File: config.mk
export PLATFORM = sky130hd
export DESIGN_NAME = rst_seq_top
export DESIGN_NICKNAME = d
export VERILOG_FILES = /design/src/rtl/rst_seq_pkg.sv /design/src/rtl/rst_seq_regs.sv /design/src/rtl/rst_seq_stage.sv /design/src/rtl/rst_seq_top.sv
export SDC_FILE = /design/constraint.sdc
export NUM_CORES = 1
export LEC_CHECK = 0
export BUFFER_PORTS_ARGS = -buffer_cell sky130_fd_sc_hd__buf_4
export CORE_AREA = 3 3 99 101
export CTS_CLUSTER_DIAMETER = 120
export DETAILED_ROUTE_END_ITERATION = 16
export DIE_AREA = 0 0 102 104
export PLACE_DENSITY_LB_ADDON = 0.25
export SYNTH_ARGS = -nofsm -noshare
export SYNTH_HDL_FRONTEND = slang
export SYNTH_SLANG_ARGS = --single-unit
File: constraint.sdc
create_clock -name clk -period 2.4 [get_ports clk]
set_clock_uncertainty 0.1 [all_clocks]
set_input_delay 0.24 -clock clk [delete_from_list [all_inputs] [get_ports clk]]
set_output_delay 0.24 -clock clk [all_outputs]
set_load 0.02 [all_outputs]
File: src/rtl/rst_seq_pkg.sv
`timescale 1ns/1ps
// Package: shared constants and state type for the reset sequencer.
// Assumes three stages, with the handshake on the middle one.
package rst_seq_pkg;
    localparam int NUM_STAGES = 3;
    localparam int HS_STAGE   = 1;
    localparam int ADDR_CTRL  = 0;
    localparam int ADDR_STAT  = 1;
    localparam int ADDR_TMO0  = 2;
    localparam int STAT_LSB   = 8;

    typedef enum logic [1:0] {
        ST_HOLD  = 2'd0,
        ST_COUNT = 2'd1,
        ST_WAIT  = 2'd2,
        ST_REL   = 2'd3
    } stage_st_e;
endpackage

File: src/rtl/rst_seq_regs.sv
`timescale 1ns/1ps
// Module: register file of the reset sequencer.
// Holds the control bits (reset to 1), the sticky write-one-to-clear status
// bits and one timeout register per stage. Reads are combinational.
// Assumes DATA_W is wide enough for the status field and for the timeout.
module rst_seq_regs
    import rst_seq_pkg::*;
#(
    parameter int ADDR_W   = 3,
    parameter int DATA_W   = 16,
    parameter int TMO_W    = 8,
    parameter int TMO_INIT = 2
) (
    input  logic                  clk,
    input  logic                  rst_n,
    input  logic                  wr_i,
    input  logic [ADDR_W-1:0]     addr_i,
    input  logic [DATA_W-1:0]     wdata_i,
    input  logic [NUM_STAGES-1:0] rel_set_i,
    output logic [NUM_STAGES-1:0] ctrl_o,
    output logic [TMO_W-1:0]      tmo_o [NUM_STAGES],
    output logic [DATA_W-1:0]     rdata_o
);
    localparam logic [ADDR_W-1:0] A_CTRL = ADDR_W'(ADDR_CTRL);
    localparam logic [ADDR_W-1:0] A_STAT = ADDR_W'(ADDR_STAT);

    logic [NUM_STAGES-1:0] ctrl_q;
    logic [NUM_STAGES-1:0] stat_q;
    logic [NUM_STAGES-1:0] stat_clr;
    logic [TMO_W-1:0]      tmo_q [NUM_STAGES];
    logic                  unused_wdata;

    assign unused_wdata = ^wdata_i;

    // Control bits: write the low bits of the data at the control address.
    always_ff @(posedge clk) begin
        if (!rst_n)
            ctrl_q <= '1;
        else if (wr_i && addr_i == A_CTRL)
            ctrl_q <= wdata_i[NUM_STAGES-1:0];
    end

    // Status clear mask: ones written to the status field.
    always_comb begin
        stat_clr = '0;
        if (wr_i && addr_i == A_STAT)
            stat_clr = wdata_i[STAT_LSB +: NUM_STAGES];
    end

    // Status bits: a release sets the bit and wins over a clear on the same edge.
    always_ff @(posedge clk) begin
        if (!rst_n)
            stat_q <= '0;
        else
            stat_q <= (stat_q & ~stat_clr) | rel_set_i;
    end

    // One timeout register per stage, at consecutive addresses.
    for (genvar i = 0; i < NUM_STAGES; i++) begin : g_tmo
        localparam logic [ADDR_W-1:0] A_TMO = ADDR_W'(ADDR_TMO0 + i);

        // Timeout register for stage i.
        always_ff @(posedge clk) begin
            if (!rst_n)
                tmo_q[i] <= TMO_W'(TMO_INIT);
            else if (wr_i && addr_i == A_TMO)
                tmo_q[i] <= wdata_i[TMO_W-1:0];
        end
        assign tmo_o[i] = tmo_q[i];

        AST_STATUS_STICKY: assert property (@(posedge clk) disable iff (!rst_n)
            (stat_q[i] && !(wr_i && addr_i == A_STAT && wdata_i[STAT_LSB+i])) |=> stat_q[i])
            else $error("status bit %0d lost without a clear", i);
        AST_SET_WINS: assert property (@(posedge clk) disable iff (!rst_n)
            rel_set_i[i] |=> stat_q[i])
            else $error("status bit %0d not set on release", i);
    end

    // Read mux over control, status and timeout registers.
    always_comb begin
        rdata_o = '0;
        if (addr_i == A_CTRL) begin
            rdata_o[NUM_STAGES-1:0] = ctrl_q;
        end else if (addr_i == A_STAT) begin
            rdata_o[STAT_LSB +: NUM_STAGES] = stat_q;
        end else begin
            for (int j = 0; j < NUM_STAGES; j++) begin
                if (addr_i == ADDR_W'(ADDR_TMO0 + j))
                    rdata_o[TMO_W-1:0] = tmo_q[j];
            end
        end
    end

    assign ctrl_o = ctrl_q;
endmodule

File: src/rtl/rst_seq_stage.sv
`timescale 1ns/1ps
// Module: one reset stage. A cleared hold input starts a timer loaded from
// tmo_i. When the timer expires the stage releases. With HANDSHAKE set, the
// expiry releases only the early (power-on) output, and the main output then
// waits for done_i. Done is looked at only in the wait state. A raised hold
// input forces the stage back to its held state at once.
// Assumes hold_i and tmo_i come from registers in the same clock domain.
module rst_seq_stage
    import rst_seq_pkg::*;
#(
    parameter int TMO_W     = 8,
    parameter bit HANDSHAKE = 1'b0
) (
    input  logic             clk,
    input  logic             rst_n,
    input  logic             hold_i,
    input  logic [TMO_W-1:0] tmo_i,
    input  logic             done_i,
    output logic             rst_o,
    output logic             pre_rst_o,
    output logic             rel_pulse_o
);
    localparam stage_st_e EXPIRE_ST = HANDSHAKE ? ST_WAIT : ST_REL;

    stage_st_e        st_q, st_d;
    logic [TMO_W-1:0] cnt_q, cnt_d;

    // Next state and counter: load on start, count down, wait, release.
    always_comb begin
        st_d  = st_q;
        cnt_d = cnt_q;
        if (hold_i) begin
            st_d  = ST_HOLD;
            cnt_d = '0;
        end else begin
            case (st_q)
                ST_HOLD: begin
                    if (tmo_i == '0) begin
                        st_d = EXPIRE_ST;
                    end else begin
                        st_d  = ST_COUNT;
                        cnt_d = tmo_i - TMO_W'(1);
                    end
                end
                ST_COUNT: begin
                    if (cnt_q == '0)
                        st_d = EXPIRE_ST;
                    else
                        cnt_d = cnt_q - TMO_W'(1);
                end
                ST_WAIT: begin
                    if (done_i)
                        st_d = ST_REL;
                end
                default: st_d = ST_REL;
            endcase
        end
    end

    // State and counter registers.
    always_ff @(posedge clk) begin
        if (!rst_n) begin
            st_q  <= ST_HOLD;
            cnt_q <= '0;
        end else begin
            st_q  <= st_d;
            cnt_q <= cnt_d;
        end
    end

    assign rst_o       = hold_i || (st_q != ST_REL);
    assign rel_pulse_o = (st_d == ST_REL) && (st_q != ST_REL);

    if (HANDSHAKE) begin : g_hs
        assign pre_rst_o = hold_i || (st_q == ST_HOLD) || (st_q == ST_COUNT);

        AST_DONE_GATE: assert property (@(posedge clk) disable iff (!rst_n)
            $fell(rst_o) |-> $past(done_i))
            else $error("second stage released without done");
        AST_EARLY_DONE_IGNORED: assert property (@(posedge clk) disable iff (!rst_n)
            (st_q == ST_HOLD || st_q == ST_COUNT) |=> (st_q != ST_REL))
            else $error("stage released before the power-on release");
    end else begin : g_plain
        assign pre_rst_o = rst_o;

        AST_NO_WAIT: assert property (@(posedge clk) disable iff (!rst_n)
            st_q != ST_WAIT)
            else $error("plain stage entered the wait state");
    end

    AST_HOLD_ABORTS: assert property (@(posedge clk) disable iff (!rst_n)
        hold_i |=> (st_q == ST_HOLD))
        else $error("hold did not abort the stage");
    AST_COUNT_STEP: assert property (@(posedge clk) disable iff (!rst_n)
        (st_q == ST_COUNT && !hold_i && cnt_q != '0)
        |=> (st_q == ST_COUNT && cnt_q == $past(cnt_q) - TMO_W'(1)))
        else $error("timer did not step by one");
endmodule

File: src/rtl/rst_seq_top.sv
`timescale 1ns/1ps
// Module: top of the chained software reset sequencer. Connects the register
// file to three stages. The middle stage carries the done handshake and
// supplies the power-on reset output.
// Assumes sub_done is synchronous to clk.
module rst_seq_top
    import rst_seq_pkg::*;
#(
    parameter int ADDR_W   = 3,
    parameter int DATA_W   = 16,
    parameter int TMO_W    = 8,
    parameter int TMO_INIT = 2
) (
    input  logic              clk,
    input  logic              rst_n,
    input  logic              reg_wr,
    input  logic [ADDR_W-1:0] reg_addr,
    input  logic [DATA_W-1:0] reg_wdata,
    output logic [DATA_W-1:0] reg_rdata,
    input  logic              sub_done,
    output logic              por_rst,
    output logic              stg1_rst,
    output logic              stg2_rst,
    output logic              stg3_rst
);
    logic [NUM_STAGES-1:0] ctrl;
    logic [NUM_STAGES-1:0] rel_set;
    logic [NUM_STAGES-1:0] stg_rst;
    logic [NUM_STAGES-1:0] pre_rst;
    logic [TMO_W-1:0]      tmo [NUM_STAGES];
    logic                  unused_pre;

    rst_seq_regs #(
        .ADDR_W(ADDR_W), .DATA_W(DATA_W), .TMO_W(TMO_W), .TMO_INIT(TMO_INIT)
    ) u_regs (
        .clk(clk), .rst_n(rst_n), .wr_i(reg_wr), .addr_i(reg_addr),
        .wdata_i(reg_wdata), .rel_set_i(rel_set), .ctrl_o(ctrl),
        .tmo_o(tmo), .rdata_o(reg_rdata)
    );

    for (genvar i = 0; i < NUM_STAGES; i++) begin : g_stage
        rst_seq_stage #(
            .TMO_W(TMO_W), .HANDSHAKE(i == HS_STAGE)
        ) u_stage (
            .clk(clk), .rst_n(rst_n), .hold_i(ctrl[i]), .tmo_i(tmo[i]),
            .done_i(sub_done), .rst_o(stg_rst[i]), .pre_rst_o(pre_rst[i]),
            .rel_pulse_o(rel_set[i])
        );
    end

    assign unused_pre = ^pre_rst;
    assign por_rst    = pre_rst[HS_STAGE];
    assign stg1_rst   = stg_rst[0];
    assign stg2_rst   = stg_rst[1];
    assign stg3_rst   = stg_rst[2];

    AST_POR_BEFORE_STG2: assert property (@(posedge clk) disable iff (!rst_n)
        (!stg2_rst) |-> (!por_rst))
        else $error("second stage out of reset while power-on reset held");
endmodule

### Word level (Yosys, flattened, before mapping)

Memories as Yosys holds them, arrays and structs flattened.
Index checks and enable logic that the tools add are counted.

* flip-flop bits (word level): 36
* RAM bits: 24
* bits of input ports: 23
* output and inout bits: 20
* word-level logic and storage cells: 121
* memories kept: 1

* $add $sub $neg: 6
* eq/ne operators: 22
* muxes and demuxes: 45
* bitwise gates (word level): 7
* reduce and logical (&&, ||, !) cells: 32

Memories
* u_regs.tmo_q: depth 3, bits a word 8, rd ports 3, clocked after memory_dff 0, wr ports 3, line rst_seq_regs.sv:30 `logic [TMO_W-1:0] tmo_q [NUM_STAGES];`

Operators by type and width (count)
* $mux 8: 14
* $logic_not 8->1: 6
* $pmux 8 s2: 3
* $sub 8x1->8 const B: 6
* $mux 2: 12
* $ne 2x2->1 const B: 9
* $pmux 2 s3: 3
* $eq 2x2->1 const B: 6
* $mux 1: 10
* $mux 3: 3
* $reduce_and 3->1: 3
* $logic_and 1x1->1: 8
* $eq 2x1->1 const B: 3
* $eq 3x2->1 const B: 2
* $logic_not 2->1: 3
* $reduce_bool 2->1: 3
* $reduce_or 2->1: 3
* $logic_or 1x1->1: 5
* $and 3x3->3: 1
* $eq 3x1->1 const B: 1
* $eq 3x3->1 const B: 1
* $logic_not 3->1: 1
* $not 3->3: 1
* $or 1x1->1: 3
* other kinds (2): 2

### Longest topological paths before layout

Gate-level depths: netlist of run 1.
An unclocked memory read counts as a cell.

* word-level depth: 8
* depth in mapped cells: 11
* gate-level depth less buffers: 8

### Hierarchy

Synthesis of run 1 repeated with hierarchy kept, for this count alone.

* cells, all modules: 417
* area, all modules: 3813.7 um^2

Modules (own cells, without submodules)
* rst_seq_regs: times used 1, cells each 123, area an instance 1539.0 um^2, seq. area each 840.8 um^2
* rst_seq_stage (g_stage[0].u_stage ...): times used 2, cells each 96, area an instance 754.5 um^2, seq. area each 200.2 um^2
* rst_seq_stage (g_stage[1].u_stage): times used 1, cells each 102, area an instance 765.7 um^2, seq. area each 200.2 um^2

### Worst setup path after synthesis of run 1

No wires, ideal clock.

* path type: register to register
* from: register g_stage[2].u_stage.st_q[1]
* to: register g_stage[2].u_stage.cnt_q[4]
* setup time: 65 ps
* data arrival time: 2248 ps
* data required time: 2235 ps
* setup slack: -13 ps
* cell stages (with the launch flop): 11
* buffers on the path: 2
* period minus slack after synthesis: 2413 ps
* cell sequence: dfxtp_1 nand2b_1 clkbuf_1 buf_2 mux2i_1 ha_1 o211ai_1 or4_1 o211ai_1 a22oi_1 nor2_1

* word-level cells in the longest chain between the ends: 3
* elaborated cells between the ends (all ways): 7
* those cells by class: eq/ne (3); mux (1); reduce/logical (3)

Ends and longest elaborated chain
* start, declared: line rst_seq_stage.sv:25 `stage_st_e st_q, st_d;`
* start signal, assigned: line rst_seq_stage.sv:66 `st_q <= st_d;`
* $eq 2x1->1 / $logic_not 2->1 (equally long branches): line rst_seq_stage.sv:36 `case (st_q)`
* $ne 2x2->1 (no source line) / $reduce_bool 2->1 (equally long branches)
* $reduce_and 3->1 (no source line)
* end signal, assigned: line rst_seq_stage.sv:67 `cnt_q <= cnt_d;`
* end, declared: line rst_seq_stage.sv:26 `logic [TMO_W-1:0] cnt_q, cnt_d;`

Several ways; a longest one is shown, not always the timed one.
A chain may end at the register's enable or synchronous reset.

### Worst setup path in the final report of run 1

Ends and elaborated chain as after synthesis.

==> flow_metrics.py, run 1 <==
metrics = {
    "critical_path": {
        "crit_slowest_cell": "or4_1",
        "worstReg2RegStart": "g_stage[2].u_stage.st_q[1]",
        "worst_path_most_repeated_cell": "o211ai_1",
        "crit_chain": "nand2b_1 > mux2i_1 > ha_1 > o211ai_1 > or4_1 > o211ai_1 > a22oi_1 > nor2_1",
        "startpoint_type": "flop",
        "crit_path_start": "g_stage[2].u_stage.st_q[1]",
        "cp.required_ps": 2570,
        "regToRegSetupSlack_ps": 200,
        "endpoint_kind": "flop",
        "slowest_delay_ps": 520,
        "crit_type": "flop to flop",
        "r2r_end": "g_stage[2].u_stage.cnt_q[4]",
        "worst_ep_arrival_time_ps": 2370,
        "cp-endpoint": "g_stage[2].u_stage.cnt_q[4]",
        "cp_max_fo": 4,
        "worst_r2r_path_depth": 8,
    },
    "sta": {
        "setup_tns_ps": 0,
        "post-route-period-util_pct": 91.67,
        "setup_violations": 0,
        "rsz0062_at_grt": "no",
        "drv_slew": 0,
        "period_needed_ps": 2200,
        "relSlewSlack_pct": 57.31,
        "finalHoldViolations": 0,
        "fmax_mhz": 454.5,
        "tightest_slew_ps": 640.4,
    },
    "detailed_routing": {
        "initialDrtViolationCount": 210,
        "drc": 0,
        "routedWlPerCell_um": 16.23,
        "vias_per_cell": 5.694,
        "routed_wl_mm": 9.172,
        "num_vias": 3217,
        "dr.pass1.iters": 5,
        "wl_met1_mm": 4.241,
        "wl_met3_um": 588,
        "met2_length_mm": 4.278,
        "topRoutingLayerUsed": "met4",
        "ant_nets": 0,
    },
    "pwr": {
        "p_per_area_mw_per_mm2": 571.9,
        "leakage_nw": 1.679,
        "internal-power_mw": 1.803,
        "ir_drop_mv": 0.3300,
        "comb_power_share_pct": 12.0,
        "total_power_mw": 2.405,
        "sw_frac_of_total_pct": 25.01,
        "clkPwrFrac_pct": 41.0,
        "power.net_switching_uw": 601.6,
        "seqPwrFrac_pct": 47.0,
    },
    "clock_network": {
        "cts_max_level": 3,
        "clk_latency_ps": 330,
        "tritoncts": "yes",
        "cts_made_buffers": 9,
        "clkTransAtPathRegs_ps": 70,
        "cts_hold_buffers": 0,
        "cts_root_buf": "clkbuf_8",
        "clockBufferDepth": 2,
        "cts.sink_count": 60,
    },
    "finish": {
        "drive_gt1_share_pct": 17.40,
        "final_nets": 475,
        "area_delta_synth_final_pct": 16.70,
        "antennaDiodeCount": 0,
    },
    "yosys": {
        "synth_edf_count": 24,
        "synth.distinct_cells": 56,
        "syn_area_mm2": 0.003603,
        "ys_seq_area_share_pct": 40.00,
        "synth.avg_cell_area_um2": 8.810,
        "yosys_warnings": 0,
        "ys.flop_type": "dfxtp_1",
        "async_reset_ff_share_pct": 0,
        "ys_ff_latch": 60,
        "syn_inst": 409,
    },
    "flow_run": {
        "drv_cap": 0,
    },
    "floorplanning": {
        "initial_core_util_pct": 39.56,
        "die_w_um": 102,
        "core_area_mm2": 0.009109,
        "rows": 35,
        "num_io_pins": 43,
        "die_h_um": 104,
        "fp.dieArea_mm2": 0.01061,
    },
    "place": {
        "portBuffers": 32,
        "finalWeightedCongestion": 0.9071,
        "place.detailed.hpwl_mm": 6.999,
    },
    "outcome": {
        "status": "finished, final reports clean",
    },
    "global_routing": {
        "grt_pass1_vias": 2993,
        "grt_use_total_pct": 18.03,
        "gr-total-overflow": 0,
        "antenna_found_initial": 0,
        "grt_pass1_wl_mm": 15.29,
        "grt_start_max_net_pins": 19,
    },
    "worst_hold_path": {
        "hp-class": "input pin to flop",
    },
}
## placed cells by master, fill, tap and decap left out, drive strengths merged, types with 18 or more instances in the layout
cell / count
nor2: 47
buf: 50
o21ai: 31
nor3: 21
a21oi: 18
mux2i: 27
edfxtp: 24
nand2: 34
dfxtp: 36
and2: 26
## routing by layer
metal / vias up / global-route usage, %
met5: - / 0
met4: 0 / 4.780
met3: 4 / 3.152
met2: 116 / 27.07
met1: 1536 / 26.59
li1: 1561 / -
## through the flow
step / setup slack [ps] / cells / utilization [%] / hold slack, ps / cell area (µm²)
global route: 10.60 / 565 / 46.17 / 56.61 / 4205
CTS: 174.4 / 565 / 46.11 / 39.85 / 4200
finish: 199.9 / 565 / 46.17 / 59.97 / 4205
global placement: 280.1 / 549 / 43.82 / 371.7 / 3991
floorplan: 12.72 / 413 / - / 268.5 / 3621
detailed placement: 166.3 / 549 / 43.82 / 376.5 / 3991
## Yosys cell counts, types with 6 or more instances
master,count,share of area [%]
a211oi_1,6,1.2
a21oi_1,18,2.5
a22oi_1,8,1.7
and2_1,26,4.5
clkbuf_1,10,1.0
dfxtp_1,36,20
edfxtp_1,24,20
inv_1,9,0.94
mux2i_1,27,7.5
nand2_1,34,3.5
nand2b_1,12,2.1
nand3b_1,7,1.5
nor2_1,46,4.8
nor3_1,17,2.4
o21ai_0,29,4.0
or4_1,9,1.9
## flip-flops by register name, summed over array words and instances (netlist names)
name	cells
g_stage.u_stage.cnt_q	24
g_stage.u_stage.st_q	6
u_regs.ctrl_o	3
u_regs.stat_q	3
u_regs.tmo_q	24
## timing repair
action                     CTS  global route
buffers inserted             0             0
gates resized for setup      0             1
setup endpoints to repair    0             1
## final cells by class
class | instances | area, µm²
clock buffer | 12 | 135.1
clock inverter | 4 | 73.82
fill | 913 | 4903
inverter | 9 | 33.78
multi-input combinational | 319 | 2007
sequential | 60 | 1441
tap | 111 | 138.9
timing repair buffer | 50 | 375.4
## power groups by stage
| stage | combinational, mW | clock (mW) | sequential, mW |
|---|---|---|---|
| 2_1_floorplan | 0.189 | 0 | 1.14 |
| 3_3_place_gp | 0.282 | 0 | 1.15 |
| 3_5_place_dp | 0.287 | 0 | 1.15 |
| 4_1_cts | 0.289 | 1.01 | 1.13 |
| 5_1_grt | 0.321 | 1.05 | 1.13 |
| 6_report | 0.289 | 0.985 | 1.13 |
## worst max-delay path, delay by kind of cell, from the launching register on
kind / cells / cell delay, ps
and+or+nand+nor: 3 / 810
AOI/OAI and AO/OA: 3 / 410
DFF: 1 / 320
muxes: 1 / 260
adders and majority gates: 1 / 250
## how the worst min path moves through the flow
stage                     start               end  cells past startpoint
5_1_grt                   rst_n  u_regs.ctrl_o[1]                      2
4_1_cts                   rst_n  u_regs.ctrl_o[0]                      2
6_report                  rst_n  u_regs.ctrl_o[0]                      2
3_5_place_dp   u_regs.stat_q[2]  u_regs.stat_q[2]                      2
3_3_place_gp   u_regs.stat_q[2]  u_regs.stat_q[2]                      2
2_1_floorplan      reg_wdata[0]  u_regs.ctrl_o[0]                      2
## kinds of logic (layout without fill, tap and decap cells)
group,after synthesis,count (layout),share of synthesized area (%)
adders and majority gates,3,3,1.042
buffers and inverters,34,75,4.861
muxes,32,32,9.166
xor gates and xnor gates,5,5,1.215
AOI/OAI and AO/OA,94,94,16.91
and+or+nand+nor,180,180,26.70
other,1,5,0.1041
DFF,60,60,40.00
Note: power is estimated with default switching activity, not from simulation.
==> run 2: changes to the inputs <==
--- a/config.mk
+++ b/config.mk
@@ -6,11 +6,12 @@
 export NUM_CORES = 1
 export LEC_CHECK = 0
 export BUFFER_PORTS_ARGS = -buffer_cell sky130_fd_sc_hd__buf_4
-export CORE_AREA = 3 3 99 101
+export CORE_AREA = 3 3 102 104
 export CTS_CLUSTER_DIAMETER = 120
 export DETAILED_ROUTE_END_ITERATION = 16
-export DIE_AREA = 0 0 102 104
+export DIE_AREA = 0 0 105 107
 export PLACE_DENSITY_LB_ADDON = 0.25
 export SYNTH_ARGS = -nofsm -noshare
 export SYNTH_HDL_FRONTEND = slang
+export SYNTH_HIERARCHICAL = 1
 export SYNTH_SLANG_ARGS = --single-unit
==> run 2 against run 1 <==
Against the previous run: combinational power is 4% higher; fmax up 2.6%; clock power down 3.2%; non-clock buffer count up 4; sequential share of layout area is 1.5 points lower.
==> flow_metrics.py, run 2 <==
metrics = {
    "pwr": {
        "p_per_area_mw_per_mm2": 544.1,
        "total_power_mw": 2.392,
        "leakage_nw": 1.759,
        "ir_drop_mv": 0.2309,
    },
    "place": {
        "pre_cts_ws_ps": 280.0,
        "dp_cells": 573,
        "portBuffers": 32,
        "place.detailed.hpwl_mm": 6.901,
        "dpl_cell_area_mm2": 0.004164,
        "finalWeightedCongestion": 0.7972,
    },
    "critical_path": {
        "path_buf_inv": 0,
        "cp.required_ps": 2570,
        "endpoint_kind": "flop",
        "worst_ep_arrival_time_ps": 2320,
        "crit_slowest_cell": "dfxtp_1",
        "regToRegSetupSlack_ps": 260,
        "startpoint_type": "flop",
        "worstReg2RegStart": "g_stage[1].u_stage/st_q[0]",
        "worst_r2r_path_depth": 7,
        "cp_top_family": "compound AO/OA/AOI/OAI gates",
        "crit_type": "flop to flop",
        "crit_cells": 7,
        "slowest_delay_ps": 440,
        "r2r_end": "g_stage[1].u_stage/cnt_q[6]",
        "cp_max_fo": 9,
        "crit_chain": "nand2b_1 > mux2i_1 > ha_1 > o21ai_0 > a2111oi_0 > nor3_1 > a21oi_1",
    },
    "floorplanning": {
        "initial_core_util_pct": 39.56,
        "die_h_um": 107,
        "num_io_pins": 43,
        "rows": 36,
        "fp.dieArea_mm2": 0.01124,
        "die_w_um": 105,
        "core_area_mm2": 0.009639,
    },
    "yosys": {
        "synth.most_common_cell": "dfxtp_1",
        "synth_edf_count": 24,
        "synth.avg_cell_area_um2": 9.145,
        "async_reset_ff_share_pct": 0,
        "ys_top_cells_by_area": "dfxtp_1, edfxtp_1, mux2i_1, and3_1, a21oi_1",
        "synth_common_cells": "dfxtp_1, nor2_1, a21oi_1",
        "ys_seq_area_share_pct": 37.80,
        "synth_top_area_share_pct": 18.90,
        "synth.distinct_cells": 61,
        "syn_area_mm2": 0.003814,
        "yosys_warnings": 6,
        "syn_inst": 417,
        "yosysTopAreaCell": "dfxtp_1",
        "ys.flop_type": "dfxtp_1",
        "ys_ff_latch": 60,
    },
    "sta": {
        "setup_violations": 0,
        "setup_tns_ps": 0,
        "drv_slew": 0,
        "period_needed_ps": 2144,
        "post-route-period-util_pct": 89.33,
        "setup_slack_ps": 256.0,
        "rsz0062_at_grt": "no",
        "fmax_mhz": 466.4,
        "hold_slack_ps": 102.1,
        "relSlewSlack_pct": 62.06,
        "finalHoldViolations": 0,
        "tightest_slew_ps": 569.1,
    },
    "finish": {
        "post-route-util_pct": 45.61,
        "final_cell_mix": "buf_4, dfxtp_1, nor2_1, a21oi_1, mux2i_1",
        "top_regs": "g_stage.u_stage/cnt_q x24, u_regs/tmo_q x24, g_stage.u_stage/st_q x6",
        "finalNonFillerCells": 592,
        "mostFrequentLayoutCell": "buf_4",
        "area_delta_synth_final_pct": 15.29,
        "drive_gt1_share_pct": 18.30,
        "finalInstanceArea_mm2": 0.004397,
        "final_nets": 480,
        "antennaDiodeCount": 0,
    },
    "clock_network": {
        "clkTransAtPathRegs_ps": 70,
        "clockBufferDepth": 2,
        "cts.sink_count": 60,
        "cts_root_buf": "clkbuf_8",
        "cts_made_buffers": 9,
        "clk_latency_ps": 340,
        "tritoncts": "yes",
        "cts_max_level": 3,
    },
    "outcome": {
        "status": "finished, final reports clean",
    },
    "global_routing": {
        "grt_pass1_vias": 3011,
        "grt_start_max_net_pins": 24,
        "gr-total-overflow": 0,
        "antenna_found_initial": 0,
        "grt_pass1_wl_mm": 15.26,
        "grt_use_total_pct": 17.12,
    },
    "worst_hold_path": {
        "hp-class": "input pin to flop",
        "holdCritStartpoint": "reg_wdata[1]",
        "hold_depth": 2,
        "min_to": "u_regs/tmo_q[1][1]",
    },
    "flow_run": {
        "drv_cap": 0,
    },
    "detailed_routing": {
        "routed_wl_mm": 9.409,
        "num_vias": 3236,
        "drc": 0,
        "vias_per_cell": 5.466,
        "routedWlPerCell_um": 15.89,
        "initialDrtViolationCount": 195,
        "ant_nets": 0,
        "dr.pass1.iters": 4,
    },
}
==> run 2: changes by cell type after synthesis, moves of 6 or more <==
| cell | before | now |
|---|---|---|
| nor2_1 | 46 | 33 |
| nor2b_1 | 2 | 16 |
| and3_1 | 4 | 25 |
| and2_1 | 26 | 7 |
| a22oi_1 | 8 | 1 |
| buf_4 | 5 | 15 |
| a21oi_1 | 18 | 31 |
| nand2_1 | 34 | 15 |
| or4_1 | 9 | 1 |
| a31oi_1 | 5 | 11 |
| o21a_1 | 1 | 7 |
==> run 2: worst max-delay path by stage <==
stage / from / endpoint / slack [ps]
2_1_floorplan: g_stage[1].u_stage/st_q[1] / g_stage[1].u_stage/cnt_q[6] / 70
3_3_place_gp: u_regs/tmo_q[1][3] / g_stage[1].u_stage/cnt_q[7] / 320
3_5_place_dp: g_stage[1].u_stage/st_q[0] / g_stage[1].u_stage/cnt_q[6] / 280
4_1_cts: g_stage[1].u_stage/st_q[0] / g_stage[1].u_stage/cnt_q[6] / 240
5_1_grt: g_stage[1].u_stage/st_q[0] / g_stage[1].u_stage/cnt_q[6] / 40
6_report: g_stage[1].u_stage/st_q[0] / g_stage[1].u_stage/cnt_q[6] / 260
==> run 2: worst reg2reg max path, delay by kind of cell (launching register included) <==
| kind | cells | cell delay [ps] |
|---|---|---|
| and+or+nand+nor | 2 | 250 |
| AOI/OAI and AO/OA | 3 | 700 |
| DFF | 1 | 440 |
| muxes | 1 | 230 |
| adders and majority gates | 1 | 360 |
==> run 2: layout make-up <==
| class | count | area, µm² |
|---|---|---|
| multi-input combinational | 320 | 2137 |
| clock inverter | 4 | 47.55 |
| inverter | 9 | 36.28 |
| timing repair buffer | 54 | 412.9 |
| clock buffer | 12 | 155.1 |
| tap | 133 | 166.4 |
| fill | 988 | 5243 |
| sequential | 60 | 1441 |
==> run 2: report_power, final <==
group	internal (mW)	switching, mW	leakage (nW)
clock network	0.533	0.420	0.102
logic	0.133	0.169	1.13
registers	1.09	0.0438	0.523
total	1.76	0.633	1.76
==> run 2: repair_timing <==
action,4_1_cts,5_1_grt
resized for setup,0,1
hold buffers,3,0
setup buffers,0,0
endpoints found under the hold margin,3,0
setup endpoints to repair,0,1
==> run 2: kinds of logic after synthesis <==
kind of cell    Yosys count  share of synthesized area (%)
xor+xnor                  5                          1.149
flops                    60                          37.80
compound gates          116                          19.75
fa+ha+maj                 3                         0.9844
simple gates            162                          26.05
other cells               1                        0.09833
buf+inv                  41                          6.562
mux                      29                          7.612
==> run 2: layer usage <==
layer	vias to the layer above	wire, µm	global-route usage, %
met2	80	4296	27.04
met5	-	0	0
met1	1530	4493	23.14
met3	13	478	3.010
met4	0	141	7.216
li1	1613	-	-
==> run 3: changes to the inputs <==
--- a/config.mk
+++ b/config.mk
@@ -6,10 +6,10 @@
 export NUM_CORES = 1
 export LEC_CHECK = 0
 export BUFFER_PORTS_ARGS = -buffer_cell sky130_fd_sc_hd__buf_4
-export CORE_AREA = 3 3 102 104
+export CORE_AREA = 3 3 89 91
 export CTS_CLUSTER_DIAMETER = 120
 export DETAILED_ROUTE_END_ITERATION = 16
-export DIE_AREA = 0 0 105 107
+export DIE_AREA = 0 0 92 94
 export PLACE_DENSITY_LB_ADDON = 0.25
 export SYNTH_ARGS = -nofsm -noshare
 export SYNTH_HDL_FRONTEND = slang
==> constraint.sdc (replaced) <==
create_clock -name clk -period 1.8 [get_ports clk]
set_clock_uncertainty 0.1 [all_clocks]
set_input_delay 0.18 -clock clk [delete_from_list [all_inputs] [get_ports clk]]
set_output_delay 0.18 -clock clk [all_outputs]
set_load 0.02 [all_outputs]
==> run 3 against run 2 <==
Against the previous run: the flow now finishes with violations (negative setup slack); critical path depth increased by 1; first-iteration DRC count increased by 61%; hold slack got worse by 59 ps; register-to-register slack got worse by 330 ps; routed wire length increased by 13%; sequential share of layout area decreased by 4.0 points; clock-buffer cell count unchanged; via count increased by 13%; sequential cell count unchanged; core utilization increased by 25 points; die area decreased by 23%; highest routed layer unchanged.
==> flow_metrics.py, run 3 (synthesis results as in run 2) <==
metrics = {
    "pwr": {
        "leakage_nw": 2.075,
        "total_power_mw": 3.228,
        "p_per_area_mw_per_mm2": 636.1,
        "ir_drop_mv": 0.4956,
    },
    "finish": {
        "final_nets": 538,
        "finalNonFillerCells": 616,
        "ff_latch_area_mm2": 0.001459,
        "final_cell_mix": "buf_4, nor2_1, a21oi_1, dfxtp_1, and3_1",
        "mostFrequentLayoutCell": "buf_4",
        "drive_gt1_share_pct": 36.94,
        "post-route-util_pct": 70.33,
        "area_delta_synth_final_pct": 33.04,
        "top_regs": "g_stage.u_stage/cnt_q x24, u_regs/tmo_q x24, g_stage.u_stage/st_q x6",
        "nFillCells": 548,
        "antennaDiodeCount": 0,
        "multiInputGateArea_mm2": 0.002392,
    },
    "floorplanning": {
        "initial_core_util_pct": 52.86,
        "die_w_um": 92,
        "rows": 31,
        "num_io_pins": 43,
        "die_h_um": 94,
        "fp.dieArea_mm2": 0.008648,
        "core_area_mm2": 0.007214,
    },
    "detailed_routing": {
        "ant_nets": 0,
        "dr.pass1.iters": 5,
        "drc": 0,
        "routedWlPerCell_um": 17.32,
        "num_vias": 3645,
        "routed_wl_mm": 10.67,
        "initialDrtViolationCount": 313,
        "vias_per_cell": 5.917,
    },
    "clock_network": {
        "clkTransAtPathRegs_ps": 70,
        "clk_latency_ps": 340,
        "clockBufferDepth": 2,
        "cts.sink_count": 60,
        "cts_root_buf": "clkbuf_8",
        "cts_max_level": 3,
        "tritoncts": "yes",
        "cts_made_buffers": 9,
    },
    "place": {
        "portBuffers": 32,
        "finalWeightedCongestion": 0.8820,
        "dp_cells": 584,
        "place.detailed.hpwl_mm": 7.508,
    },
    "outcome": {
        "status": "complete, but fails checks",
        "violations": "negative setup slack",
    },
    "sta": {
        "setup_slack_ps": -73.67,
        "post-route-period-util_pct": 104.1,
        "setup_violations": 5,
        "relSlewSlack_pct": 59.98,
        "hold_slack_ps": 43.42,
        "tightest_slew_ps": 598.9,
        "fmax_mhz": 533.7,
        "period_needed_ps": 1874,
        "rsz0062_at_grt": "yes",
        "finalHoldViolations": 0,
        "drv_slew": 0,
    },
    "critical_path": {
        "endpoint_kind": "flop",
        "cp_max_fo": 5,
        "cp.required_ps": 1910,
        "worst_ep_arrival_time_ps": 1980,
        "startpoint_type": "flop",
        "crit_type": "flop to flop",
    },
    "flow_run": {
        "drv_cap": 0,
    },
    "worst_hold_path": {
        "hp-class": "input pin to flop",
    },
    "global_routing": {
        "antenna_found_initial": 0,
        "grt_pass1_wl_mm": 17.42,
        "grt_start_max_net_pins": 24,
        "grt_use_total_pct": 25.61,
        "gr-total-overflow": 0,
        "grt_pass1_vias": 3601,
    },
}
-- run 3: changes by cell type in the layout (fill, tap and decap cells not counted), moves of 8 or more --
cell     previous run  this run
buf_6               0         8
dfxtp_1            36        28
o21ai_0            25        14
buf_4              51       100
o21ai_1             2        10
-- run 3: metal layers --
metal / global-route usage (%) / vias up / part of all wire, %
li1: - / 1747 / -
met1: 34.50 / 1747 / 44
met2: 42.27 / 131 / 49
met3: 3.606 / 20 / 5.4
met4: 8.911 / 0 / 1.9
met5: 0 / - / 0
-- run 3: layout make-up --
cell class | count | area share [%]
repair buffers | 112 | 17.26
clock inverters | 4 | 0.3946
inverters | 9 | 0.7152
multi-input cells | 320 | 47.15
flip-flops and latches | 60 | 28.75
clock buffers | 12 | 3.280
well taps | 99 | 2.441
-- run 3: report_power, final --
part / switching, mW / total (mW) / internal (mW) / leakage, nW
clock network: 0.550 / 1.16 / 0.613 / 0.0993
logic: 0.292 / 0.567 / 0.276 / 1.45
registers: 0.0446 / 1.50 / 1.45 / 0.528
-- run 3: through the flow --
step / cell area (µm²) / worst slack, ps / setup TNS [ps]
after CTS: 4905 / -76.06 / -188.6
after global placement: 4538 / -10.37 / -17.54
after global routing: 5074 / -187.8 / -1256
after floorplan: 3940 / -185.5 / -962.7
after detailed placement: 4538 / -138.9 / -565.0
final: 5074 / -73.67 / -207.9
-- run 3: final timing paths --
| check | start | cells after the start | slack, ps | end |
|---|---|---|---|---|
| worst min-delay path | reg_wdata[1] | 2 | 40 | u_regs/tmo_q[0][1] |
| worst max register to register | g_stage[2].u_stage/st_q[1] | 8 | -70 | g_stage[2].u_stage/cnt_q[4] |
| worst min register to register | g_stage[0].u_stage/cnt_q[6] | 2 | 410 | g_stage[0].u_stage/cnt_q[6] |
| worst max-delay path | g_stage[2].u_stage/st_q[1] | 8 | -70 | g_stage[2].u_stage/cnt_q[4] |
-- run 3: what timing repair did --
action / 4_1_cts / 5_1_grt
endpoints found under the setup margin: 14 / 23
resized for setup: 24 / 33
pin swaps: 11 / 21
hold buffers: 3 / 0
gates cloned: 0 / 1
hold endpoints to repair: 3 / 0
setup buffers: 6 / 6
-- run 3: worst max-delay path, cell delays in order, from the launching register on --
cell and delay [ps]:
dfxtp_4 340, nand2b_4 140, mux2i_4 240, ha_2 220, nor2b_4 180, mux2i_4 100, o211a_1 220, o21ai_1 120
a21oi_1 80
